[config.mk]
export PLATFORM = sky130hd
export DESIGN_NAME = tick_watchdog
export DESIGN_NICKNAME = d
export VERILOG_FILES = /design/src/rtl/wdt_pkg.sv /design/src/rtl/wdt_regif.sv /design/src/rtl/wdt_prescaler.sv /design/src/rtl/wdt_countdown.sv /design/src/rtl/tick_watchdog.sv
export SDC_FILE = /design/constraint.sdc
export NUM_CORES = 1
export LEC_CHECK = 0
export ABC_CLOCK_PERIOD_IN_PS = 2600
export BUFFER_PORTS_ARGS = -buffer_cell sky130_fd_sc_hd__buf_2
export CAP_MARGIN = 30
export CORE_MARGIN = 5
export CORE_UTILIZATION = 45
export DETAILED_ROUTE_END_ITERATION = 12
export GPL_TIMING_DRIVEN = 0
export PLACE_DENSITY_LB_ADDON = 0.15
export SLEW_MARGIN = 20
export SYNTH_ARGS = -nofsm -noshare
export SYNTH_HDL_FRONTEND = slang
export SYNTH_HIERARCHICAL = 1
export SYNTH_SLANG_ARGS = --single-unit
export TNS_END_PERCENT = 10
[constraint.sdc]
create_clock -name clk -period 2.6 [get_ports clk]
set_input_delay 0.65 -clock clk [delete_from_list [all_inputs] [get_ports clk]]
set_output_delay 0.65 -clock clk [all_outputs]
set_load 0.01 [all_outputs]
[src/rtl/wdt_pkg.sv]
package wdt_pkg;

    localparam int MULT_W     = 5;
    localparam int RES_W      = 2;
    localparam int DATA_W     = 1 + MULT_W + RES_W;
    localparam int STEP_SHIFT = 2;
    localparam int PRESC_W    = STEP_SHIFT * ((1 << RES_W) - 1);

    typedef enum logic [RES_W-1:0] {
        RES_SIXTEENTH = 2'd0,
        RES_QUARTER   = 2'd1,
        RES_ONE       = 2'd2,
        RES_FOUR      = 2'd3
    } res_e;

    typedef enum logic {
        ADDR_CFG  = 1'b0,
        ADDR_FLAG = 1'b1
    } reg_addr_e;

    typedef struct packed {
        logic              steer;
        logic [MULT_W-1:0] mult;
        res_e              res;
    } wdt_cfg_t;

    // Last prescale count of a step: 4^code ticks per step, minus one.
    function automatic logic [PRESC_W-1:0] step_last(res_e r);
        int span;
        span = (1 << (STEP_SHIFT * int'(r))) - 1;
        return PRESC_W'(span);
    endfunction

endpackage

[src/rtl/wdt_regif.sv]
module wdt_regif
    import wdt_pkg::*;
(
    input  logic              clk,
    input  logic              rst,
    input  logic              sel,
    input  logic              wr,
    input  logic              addr,
    input  logic [DATA_W-1:0] wdata,
    input  logic              flag,
    output wdt_cfg_t          cfg,
    output wdt_cfg_t          cfg_next,
    output logic              cfg_access,
    output logic              flag_read,
    output logic [DATA_W-1:0] rdata
);

    reg_addr_e sel_addr;
    logic      cfg_write;

    assign sel_addr   = reg_addr_e'(addr);
    assign cfg_access = sel && (sel_addr == ADDR_CFG);
    assign cfg_write  = cfg_access && wr;
    assign flag_read  = sel && !wr && (sel_addr == ADDR_FLAG);
    assign cfg_next   = cfg_write ? wdt_cfg_t'(wdata) : cfg;

    always_ff @(posedge clk) begin
        if (rst) begin
            cfg <= '0;
        end else begin
            cfg <= cfg_next;
        end
    end

    always_comb begin
        rdata = '0;
        if (sel && !wr) begin
            if (sel_addr == ADDR_CFG) begin
                rdata = cfg;
            end else begin
                rdata = {{(DATA_W-1){1'b0}}, flag};
            end
        end
    end

endmodule

[src/rtl/wdt_prescaler.sv]
module wdt_prescaler
    import wdt_pkg::*;
(
    input  logic clk,
    input  logic rst,
    input  logic tick,
    input  logic restart,
    input  res_e res,
    output logic unit_done
);

    logic [PRESC_W-1:0] cnt;
    logic               at_last;

    assign at_last   = (cnt == step_last(res));
    assign unit_done = tick && !restart && at_last;

    always_ff @(posedge clk) begin
        if (rst || restart) begin
            cnt <= '0;
        end else if (tick) begin
            if (at_last) begin
                cnt <= '0;
            end else begin
                cnt <= cnt + 1'b1;
            end
        end
    end

endmodule

[src/rtl/wdt_countdown.sv]
module wdt_countdown
    import wdt_pkg::*;
(
    input  logic              clk,
    input  logic              rst,
    input  logic              restart,
    input  logic [MULT_W-1:0] load_mult,
    input  logic [MULT_W-1:0] run_mult,
    input  logic              unit_done,
    output logic              expire
);

    logic [MULT_W-1:0] remaining;

    assign expire = unit_done && (remaining == MULT_W'(1));

    always_ff @(posedge clk) begin
        if (rst) begin
            remaining <= '0;
        end else if (restart) begin
            remaining <= load_mult;
        end else if (expire) begin
            remaining <= run_mult;
        end else if (unit_done && (remaining != '0)) begin
            remaining <= remaining - 1'b1;
        end
    end

endmodule

[src/rtl/tick_watchdog.sv]
module tick_watchdog
    import wdt_pkg::*;
(
    input  logic              clk,
    input  logic              rst,
    input  logic              tick,
    input  logic              bus_sel,
    input  logic              bus_wr,
    input  logic              bus_addr,
    input  logic [DATA_W-1:0] bus_wdata,
    output logic [DATA_W-1:0] bus_rdata,
    output logic              irq
);

    wdt_cfg_t cfg_cur;
    wdt_cfg_t cfg_nxt;
    logic     cfg_access;
    logic     flag_read;
    logic     unit_done;
    logic     expire;
    logic     wf_q;

    wdt_regif u_regif (
        .clk        (clk),
        .rst        (rst),
        .sel        (bus_sel),
        .wr         (bus_wr),
        .addr       (bus_addr),
        .wdata      (bus_wdata),
        .flag       (wf_q),
        .cfg        (cfg_cur),
        .cfg_next   (cfg_nxt),
        .cfg_access (cfg_access),
        .flag_read  (flag_read),
        .rdata      (bus_rdata)
    );

    wdt_prescaler u_presc (
        .clk       (clk),
        .rst       (rst),
        .tick      (tick),
        .restart   (cfg_access),
        .res       (cfg_cur.res),
        .unit_done (unit_done)
    );

    wdt_countdown u_count (
        .clk       (clk),
        .rst       (rst),
        .restart   (cfg_access),
        .load_mult (cfg_nxt.mult),
        .run_mult  (cfg_cur.mult),
        .unit_done (unit_done),
        .expire    (expire)
    );

    // An expiry wins over a flag read in the same cycle, so no timeout is lost.
    always_ff @(posedge clk) begin
        if (rst) begin
            wf_q <= 1'b0;
            irq  <= 1'b0;
        end else begin
            if (expire) begin
                wf_q <= 1'b1;
            end else if (flag_read) begin
                wf_q <= 1'b0;
            end
            if (expire && !cfg_cur.steer) begin
                irq <= 1'b1;
            end else if (cfg_access || flag_read) begin
                irq <= 1'b0;
            end
        end
    end

endmodule

======== Yosys cells after proc, flatten, opt, wreduce, memory -nomap -nowiden ========
Index checks and enable logic that the tools add are counted.
storage, ports and cells
  input bits .............................. 14
  bits in registers ....................... 21
  logic and storage cells ................. 43
cells by class
  muxes and demuxes ....................... 11
  bitwise operators ....................... 1
  reductions and logical operators ........ 18
  equal/unequal tests ..................... 2
  shift-type cells ........................ 1
  $add $sub $neg .......................... 3
operators by type and width
  kind                                               count
  2-to-1 mux 8 bit                                   2
  2-to-1 mux 5 bit                                   3
  logical AND 1 bit                                  9
  2-to-1 mux 7 bit                                   1
  adder 6 x 1 -> 6 bit (second input constant)       1
  == test 6 bit                                      1
  2-to-1 mux 6 bit                                   1
  left shift 1 x 3 -> 6 bit (first input constant)   1
  subtractor 6 x 2 -> 6 bit (second input constant)  1
  == test 5 x 1 -> 1 bit (second input constant)     1
  nonzero test 5 bit                                 1
  subtractor 5 x 1 -> 5 bit (second input constant)  1
  2-to-1 mux 1 bit                                   4
  nonzero test 2 bit                                 2
  logical NOT 1 bit                                  3
  nonzero test 3 bit                                 1
  logical OR 1 bit                                   2
  inverter 1 bit                                     1

======== Logic depth before layout (Yosys ltp) ========
Gate-level depths: netlist of run 1.
  word-level depth ........................ 9
  mapped depth ............................ 8

======== By module ========
Netlist of run 1, hierarchy kept.
modules (own cells, without submodules)
  module         seq. area each (sq um)  cells an instance  area each (sq um)  instances
  wdt_regif      160.2                   56                 575.6              1
  wdt_countdown  100.1                   50                 415.4              1
  wdt_prescaler  120.1                   36                 340.3              1
  tick_watchdog  40.0                    7                  72.6               1

======== Least setup slack after synthesis of run 1 ========
Ideal clock, no wire load.
  kind .................................... input -> register
  start point ............................. input tick
  end point ............................... register u_count.remaining[3]
  stages .................................. 7
  path buffers ............................ 1
  setup slack ............................. 0.622 ns
  data required time ...................... 2.483 ns
  arrival ................................. 1.860 ns
  cell sequence ........................... clkbuf_2 o21ai_2 a31oi_4 and2b_1 nand3_2 o2111a_1 a32o_1
on the way
  longest elaborated chain between the ends .. 5
  elaborated cells on any way between the ends .. 7
RTL lines
  element                           line                 text
  start: declaration                tick_watchdog.sv:6   input logic tick,
  logical AND 1 bit * (2 in a row)  wdt_prescaler.sv:16  assign unit_done = tick && !restart && at_last;
  named net unit_done               tick_watchdog.sv:19  logic unit_done;
  logical AND 1 bit                 wdt_countdown.sv:15  assign expire = unit_done && (remaining == MULT_W'(1));
  2-to-1 mux 5 bit                  wdt_countdown.sv:22  end else if (expire) begin
  2-to-1 mux 5 bit                  wdt_countdown.sv:20  end else if (restart) begin
  end signal: assignment            wdt_countdown.sv:21  remaining <= load_mult;
  end signal: assignment            wdt_countdown.sv:23  remaining <= run_mult;
  end signal: assignment            wdt_countdown.sv:25  remaining <= remaining - 1'b1;
  end: declaration                  wdt_countdown.sv:13  logic [MULT_W-1:0] remaining;
The timed path passes the listed nets; every way through them passes the cells marked *.
A chain may end at the register's enable or synchronous reset.

======== Final worst setup path of run 1 ========
  start point ............................. input bus_addr
  end point ............................... output bus_rdata[2]
on the way
  longest elaborated chain between the ends .. 2
RTL lines
  element             line                 text
  start: declaration  tick_watchdog.sv:9   input logic bus_addr,
  2-to-1 mux 8 bit    wdt_regif.sv:38      if (sel_addr == ADDR_CFG) begin
  2-to-1 mux 8 bit    wdt_regif.sv:37      if (sel && !wr) begin
  end: declaration    tick_watchdog.sv:11  output logic [DATA_W-1:0] bus_rdata,
No other way between the ends.

==> impl_metrics.csv, run 1 <==
group,metric,value,unit
clock_network,clk_path_buf_depth,2,
grt,grt_start_max_net_pins,20,
final_layout,final_nets,190,
routing,vias_per_cell,5.63,
routing,via_count,1148,
worst_setup_path,worstPathArrival,1.68,ns
logic_synthesis,netlist_area,0.00137,mm²
logic_synthesis,syn_nets,164,
grt,antenna_found_initial,0,
floorplan,die_h,65.2,µm
routing,drc_errors,0,
placement,portBuffers,21,
worst_setup_path,cpPeakStageDelay,0.56,ns
timing,max_clock_freq,428,MHz
timing,max-slew-margin-rel,0.565,
pwr,power_density,438,mW/mm²
worst_hold_path,hold-path-cell-count,1,
worst_hold_path,hold_path.class,"reg -> reg",
placement,post-dp-hpwl,2.18,mm
final_layout,area_delta_synth_final,12.7,%
logic_synthesis,syn_inst,146,
worst_setup_path,cp-end-kind,"output port",
timing,fin_crit_sh,0.898,
logic_synthesis,yosysWarnings,6,
floorplan,rows,20,
clock_network,cts-resized-gates,0,
timing,tightest_slew,0.652,ns
floorplan,initial_core_util,0.460,
worst_setup_path,crit_fanout,6,
timing,fin_skew,0.00384,ns
routing,routed_wl,2.82,mm
floorplan,core-area,0.00298,mm²
grt,grt-ovfl-total,0,
floorplan,pin_count,23,
worst_setup_path,cp-start-kind,"input pin",
worst_setup_path,path_common_cell,"buf_2",
routing,wl_per_cell,13.8,µm
job,cap_violations,0,
timing,rsz0062_at_grt,"false",
worst_hold_path,hp-start,"u_regif/cfg[7]",
clock_network,cts_tree,"yes",
clock_network,clkTransAtPathRegs,0.11,ns
floorplan,fp.dieArea,0.00425,mm²
worst_setup_path,reg2reg_from,"u_presc/cnt[3]",
placement,gp_congestion,0.767,
routing,dr.pass1.iters,4,
clock_network,post_cts_buffers,0,
clock_network,cts_made_buffers,3,
worst_setup_path,reg2reg_depth,7,
timing,maxSlewViolCount,0,
pwr,p_leak,0.615,nW
timing,hold_violations,0,
worst_setup_path,reg2reg_slack,0.57,ns
timing,fin_crit,2.33,ns
final_layout,stdcell_area,0.00154,mm²
placement,dpl_cell_area,0.00152,mm²
clock_network,ctsHtreeMaxLevel,1,
routing,ant_nets,0,
worst_setup_path,cp.required,1.95,ns
clock_network,clkLatencyLatePin,0.30,ns
final_layout,n_antenna_cell,0,
grt,grt_pass1_vias,1162,
final_layout,drive_above_1_share,0.263,
final_layout,final_util,0.518,
pwr,vdd_drop_max,0.266,mV
routing,dr.first_iter.drc_count,72,
timing,setup_violations,0,
clock_network,ctsHoldBuffers,0,
worst_setup_path,crit_chain,"buf_2, nor3b_1, and2_1, buf_2",
clock_network,root_buffer,"clkbuf_4",
clock_network,numClockSinks,21,
worst_setup_path,reg2reg_to,"u_count/remaining[4]",
timing,tns,0,ns
worst_hold_path,hold_end,"irq",
final_layout,fillers,286,
grt,grt_pass1_wl,5.00,mm
grt,grtUsageTotal,0.145,
run_status,status,"finished, final reports clean",
floorplan,chipWidth,65.2,µm
logic_synthesis,syn_avg_cell_area,9.38,µm²
worst_setup_path,path_class,"in -> out",
worst_setup_path,critPathSlowestCell,"nor3b_1",
==> state kept, by name, summed over array words and instances (netlist names) <==
| register | flops |
|---|---|
| irq | 1 |
| u_count/remaining | 5 |
| u_presc/cnt | 6 |
| u_regif/cfg | 8 |
| wf_q | 1 |
==> per-stage QoR <==
step | power [mW] | cells | setup WS [ns] | hold WS (ns)
floorplan | 0.485 | 146 | 0.622 | 0.433
global placement | 0.524 | 200 | 0.269 | 0.464
detailed placement | 0.529 | 200 | 0.245 | 0.459
CTS | 0.689 | 204 | 0.244 | 0.477
global route | 0.719 | 204 | 0.122 | 0.529
finish | 0.676 | 204 | 0.265 | 0.471
==> layout make-up <==
| class | count | area (µm²) | area share |
|---|---|---|---|
| multi-input cells | 111 | 871 | 0.564 |
| clock inverters | 1 | 5.00 | 0.00324 |
| repair buffers | 21 | 105 | 0.0681 |
| plain buffers | 5 | 45.0 | 0.0292 |
| flip-flops and latches | 21 | 420 | 0.272 |
| inverters | 9 | 33.8 | 0.0219 |
| well taps | 33 | 41.3 | 0.0267 |
| clock buffers | 3 | 22.5 | 0.0146 |
==> per-layer routing <==
layer	wire, µm	global-route usage
met1	1380	0.191
met2	1330	0.247
met3	90	0.0171
met4	29	0.0466
met5	0	0
==> how the worst max path moves through the flow <==
stage	from	to	depth (start not counted)
2_1_floorplan	tick	u_count/remaining[3]	7
3_3_place_gp	bus_addr	bus_rdata[4]	4
3_5_place_dp	bus_addr	bus_rdata[5]	4
4_1_cts	bus_addr	bus_rdata[2]	4
5_1_grt	bus_sel	bus_rdata[5]	4
6_report	bus_addr	bus_rdata[2]	4
==> layout by cell type, fill, tap and decap left out, types with 2 or more instances in the layout <==
master,n
nand3_1,4
nor2_1,3
inv_1,8
nand2b_1,17
nand4_1,3
or4b_1,2
nand2_1,3
o41ai_1,2
nor3_2,2
mux2_4,2
buf_2,22
xor2_1,3
a31oi_1,2
nor3_1,6
ha_1,4
xnor2_1,4
and3_1,2
and2_1,6
clkbuf_4,3
a21oi_1,4
nor4_1,4
dfxtp_1,21
mux2i_1,10
nor3b_1,2
mux2_2,3
==> worst max-delay path: cells and delay by family <==
family                 cells  cell delay, ns
AND/OR/NAND/NOR            2            0.77
buffers and inverters      2            0.26
==> power by group <==
group / switching [mW] / internal [mW] / leakage, nW / total (mW)
Combinational: 0.0853 / 0.0795 / 0.426 / 0.165
Clock: 0.0959 / 0.0573 / 0.0177 / 0.153
Sequential: 0.0199 / 0.338 / 0.171 / 0.358
Total: 0.201 / 0.475 / 0.615 / 0.676
No activity file was read; power rests on OpenSTA's default activity.
==> run 2: changes to the inputs <==
--- a/config.mk
+++ b/config.mk
@@ -12,7 +12,7 @@
 export CORE_UTILIZATION = 45
 export DETAILED_ROUTE_END_ITERATION = 12
 export GPL_TIMING_DRIVEN = 0
-export PLACE_DENSITY_LB_ADDON = 0.15
+export PLACE_DENSITY = 0.77
 export SLEW_MARGIN = 20
 export SYNTH_ARGS = -nofsm -noshare
 export SYNTH_HDL_FRONTEND = slang
==> impl_metrics.csv, run 2 (synthesis results as in run 1) <==
group,metric,value,unit
worst_setup_path,reg2reg_to,"irq",
routing,via_count,1185,
final_layout,top_regs,"u_regif/cfg: 8 flops, u_presc/cnt: 6 flops, u_count/remaining: 5 flops",
grt,antenna_found_initial,0,
clock_network,ctsHoldBuffers,0,
routing,ant_nets,0,
pwr,power_density,442,mW/mm²
floorplan,die_h,65.2,µm
final_layout,fillers,271,
final_layout,drive_above_1_share,0.263,
timing,maxSlewViolCount,0,
routing,wl_per_cell,14.3,µm
grt,grt_pass1_vias,1163,
floorplan,rows,20,
floorplan,pin_count,23,
worst_setup_path,worstPathArrival,1.73,ns
routing,dr.pass1.iters,4,
clock_network,root_buffer,"clkbuf_4",
routing,drc_errors,0,
routing,routed_wl,2.92,mm
clock_network,ctsHtreeMaxLevel,1,
clock_network,clkTransAtPathRegs,0.11,ns
clock_network,numClockSinks,21,
timing,rsz0062_at_grt,"false",
worst_setup_path,cp-end-kind,"output port",
pwr,vdd_drop_max,0.363,mV
timing,fin_crit_sh,0.914,
clock_network,clkLatencyLatePin,0.31,ns
worst_setup_path,path_class,"in -> out",
clock_network,cts_made_buffers,3,
worst_setup_path,crit_start,"bus_addr",
worst_setup_path,reg2reg_from,"u_regif/cfg[1]",
placement,post-dp-hpwl,2.24,mm
worst_setup_path,cp-start-kind,"input pin",
routing,vias_per_cell,5.81,
job,cap_violations,0,
floorplan,fp.dieArea,0.00425,mm²
final_layout,final_cell_mix,"22 x buf_2, 21 x dfxtp_1, 17 x nand2b_1, 10 x mux2i_1, 8 x inv_1",
placement,portBuffers,21,
worst_setup_path,reg2reg_slack,0.55,ns
grt,grtUsageTotal,0.146,
worst_setup_path,reg2reg_depth,8,
final_layout,top_register,"u_regif/cfg",
clock_network,clk_path_buf_depth,2,
worst_hold_path,hold_path.class,"reg -> reg",
floorplan,core-area,0.00298,mm²
timing,tns,0,ns
grt,grt_pass1_wl,5.05,mm
clock_network,cts-resized-gates,0,
grt,grt_start_max_net_pins,20,
pwr,power,0.683,mW
worst_setup_path,cp.required,1.95,ns
final_layout,largest_reg_flops,8,
timing,tightest_slew,0.707,ns
pwr,p_leak,0.615,nW
timing,fin_crit,2.38,ns
clock_network,cts_tree,"yes",
final_layout,final_nets,190,
timing,setup_violations,0,
floorplan,chipWidth,65.2,µm
worst_setup_path,crit_fanout,6,
routing,dr.first_iter.drc_count,100,
final_layout,final_common_cell,"buf_2",
final_layout,n_antenna_cell,0,
run_status,status,"finished, final reports clean",
timing,fin_skew,0.0116,ns
floorplan,initial_core_util,0.460,
final_layout,area_delta_synth_final,12.7,%
grt,grt-ovfl-total,0,
timing,hold_violations,0,
placement,gp_congestion,0.793,
timing,hold_ws,0.495,ns
timing,max_clock_freq,421,MHz
clock_network,post_cts_buffers,0,
worst_setup_path,critPathCapture,"bus_rdata[3]",
timing,max-slew-margin-rel,0.528,
## run 2: cell counts in the layout (fill, tap and decap cells not counted)
Identical to the previous run, type by type.
## run 2: worst min-delay path by stage
stage                   startpoint  depth (start not counted)  endpoint  slack, ns
global placement              wf_q                          2      wf_q       0.46
CTS                           wf_q                          2      wf_q       0.49
floorplan           u_regif/cfg[7]                          1       irq       0.43
global route                  wf_q                          2      wf_q       0.50
finish                        wf_q                          2      wf_q       0.49
detailed placement            wf_q                          2      wf_q       0.46
## run 2: layout make-up
class                           instances  area (µm²)  area share
Tap cell                               33        41.3      0.0267
Inverter                                9        33.8      0.0219
Clock buffer                            3        22.5      0.0146
Sequential cell                        21         420       0.272
Buffer                                  5        45.0      0.0292
Multi-Input combinational cell        111         871       0.564
Timing Repair Buffer                   21         105      0.0681
Clock inverter                          1        5.00     0.00324
## run 2: through the flow
step,cell area [µm²],utilization,std cells,setup slack (ns)
2_1_floorplan,1370,-,146,0.622
3_3_place_gp,1520,0.509,200,0.277
3_5_place_dp,1520,0.509,200,0.231
4_1_cts,1540,0.518,204,0.231
5_1_grt,1540,0.518,204,0.108
6_report,1540,0.518,204,0.224
## run 2: report_power, final
group | switching [mW] | total, mW | leakage, nW | internal (mW)
Clock | 0.102 | 0.160 | 0.0177 | 0.0574
Combinational | 0.0848 | 0.164 | 0.426 | 0.0795
Sequential | 0.0213 | 0.359 | 0.171 | 0.338
## run 2: critical path, cell delays in order
cell	delay (ns)
buf_2	0.13
nor3b_1	0.60
and2_1	0.22
buf_2	0.13
## run 2: per-layer routing
metal	part of all wire	track usage
met5	0	0
met4	0.0021	0.0233
met3	0.061	0.0444
met2	0.46	0.248
met1	0.48	0.186
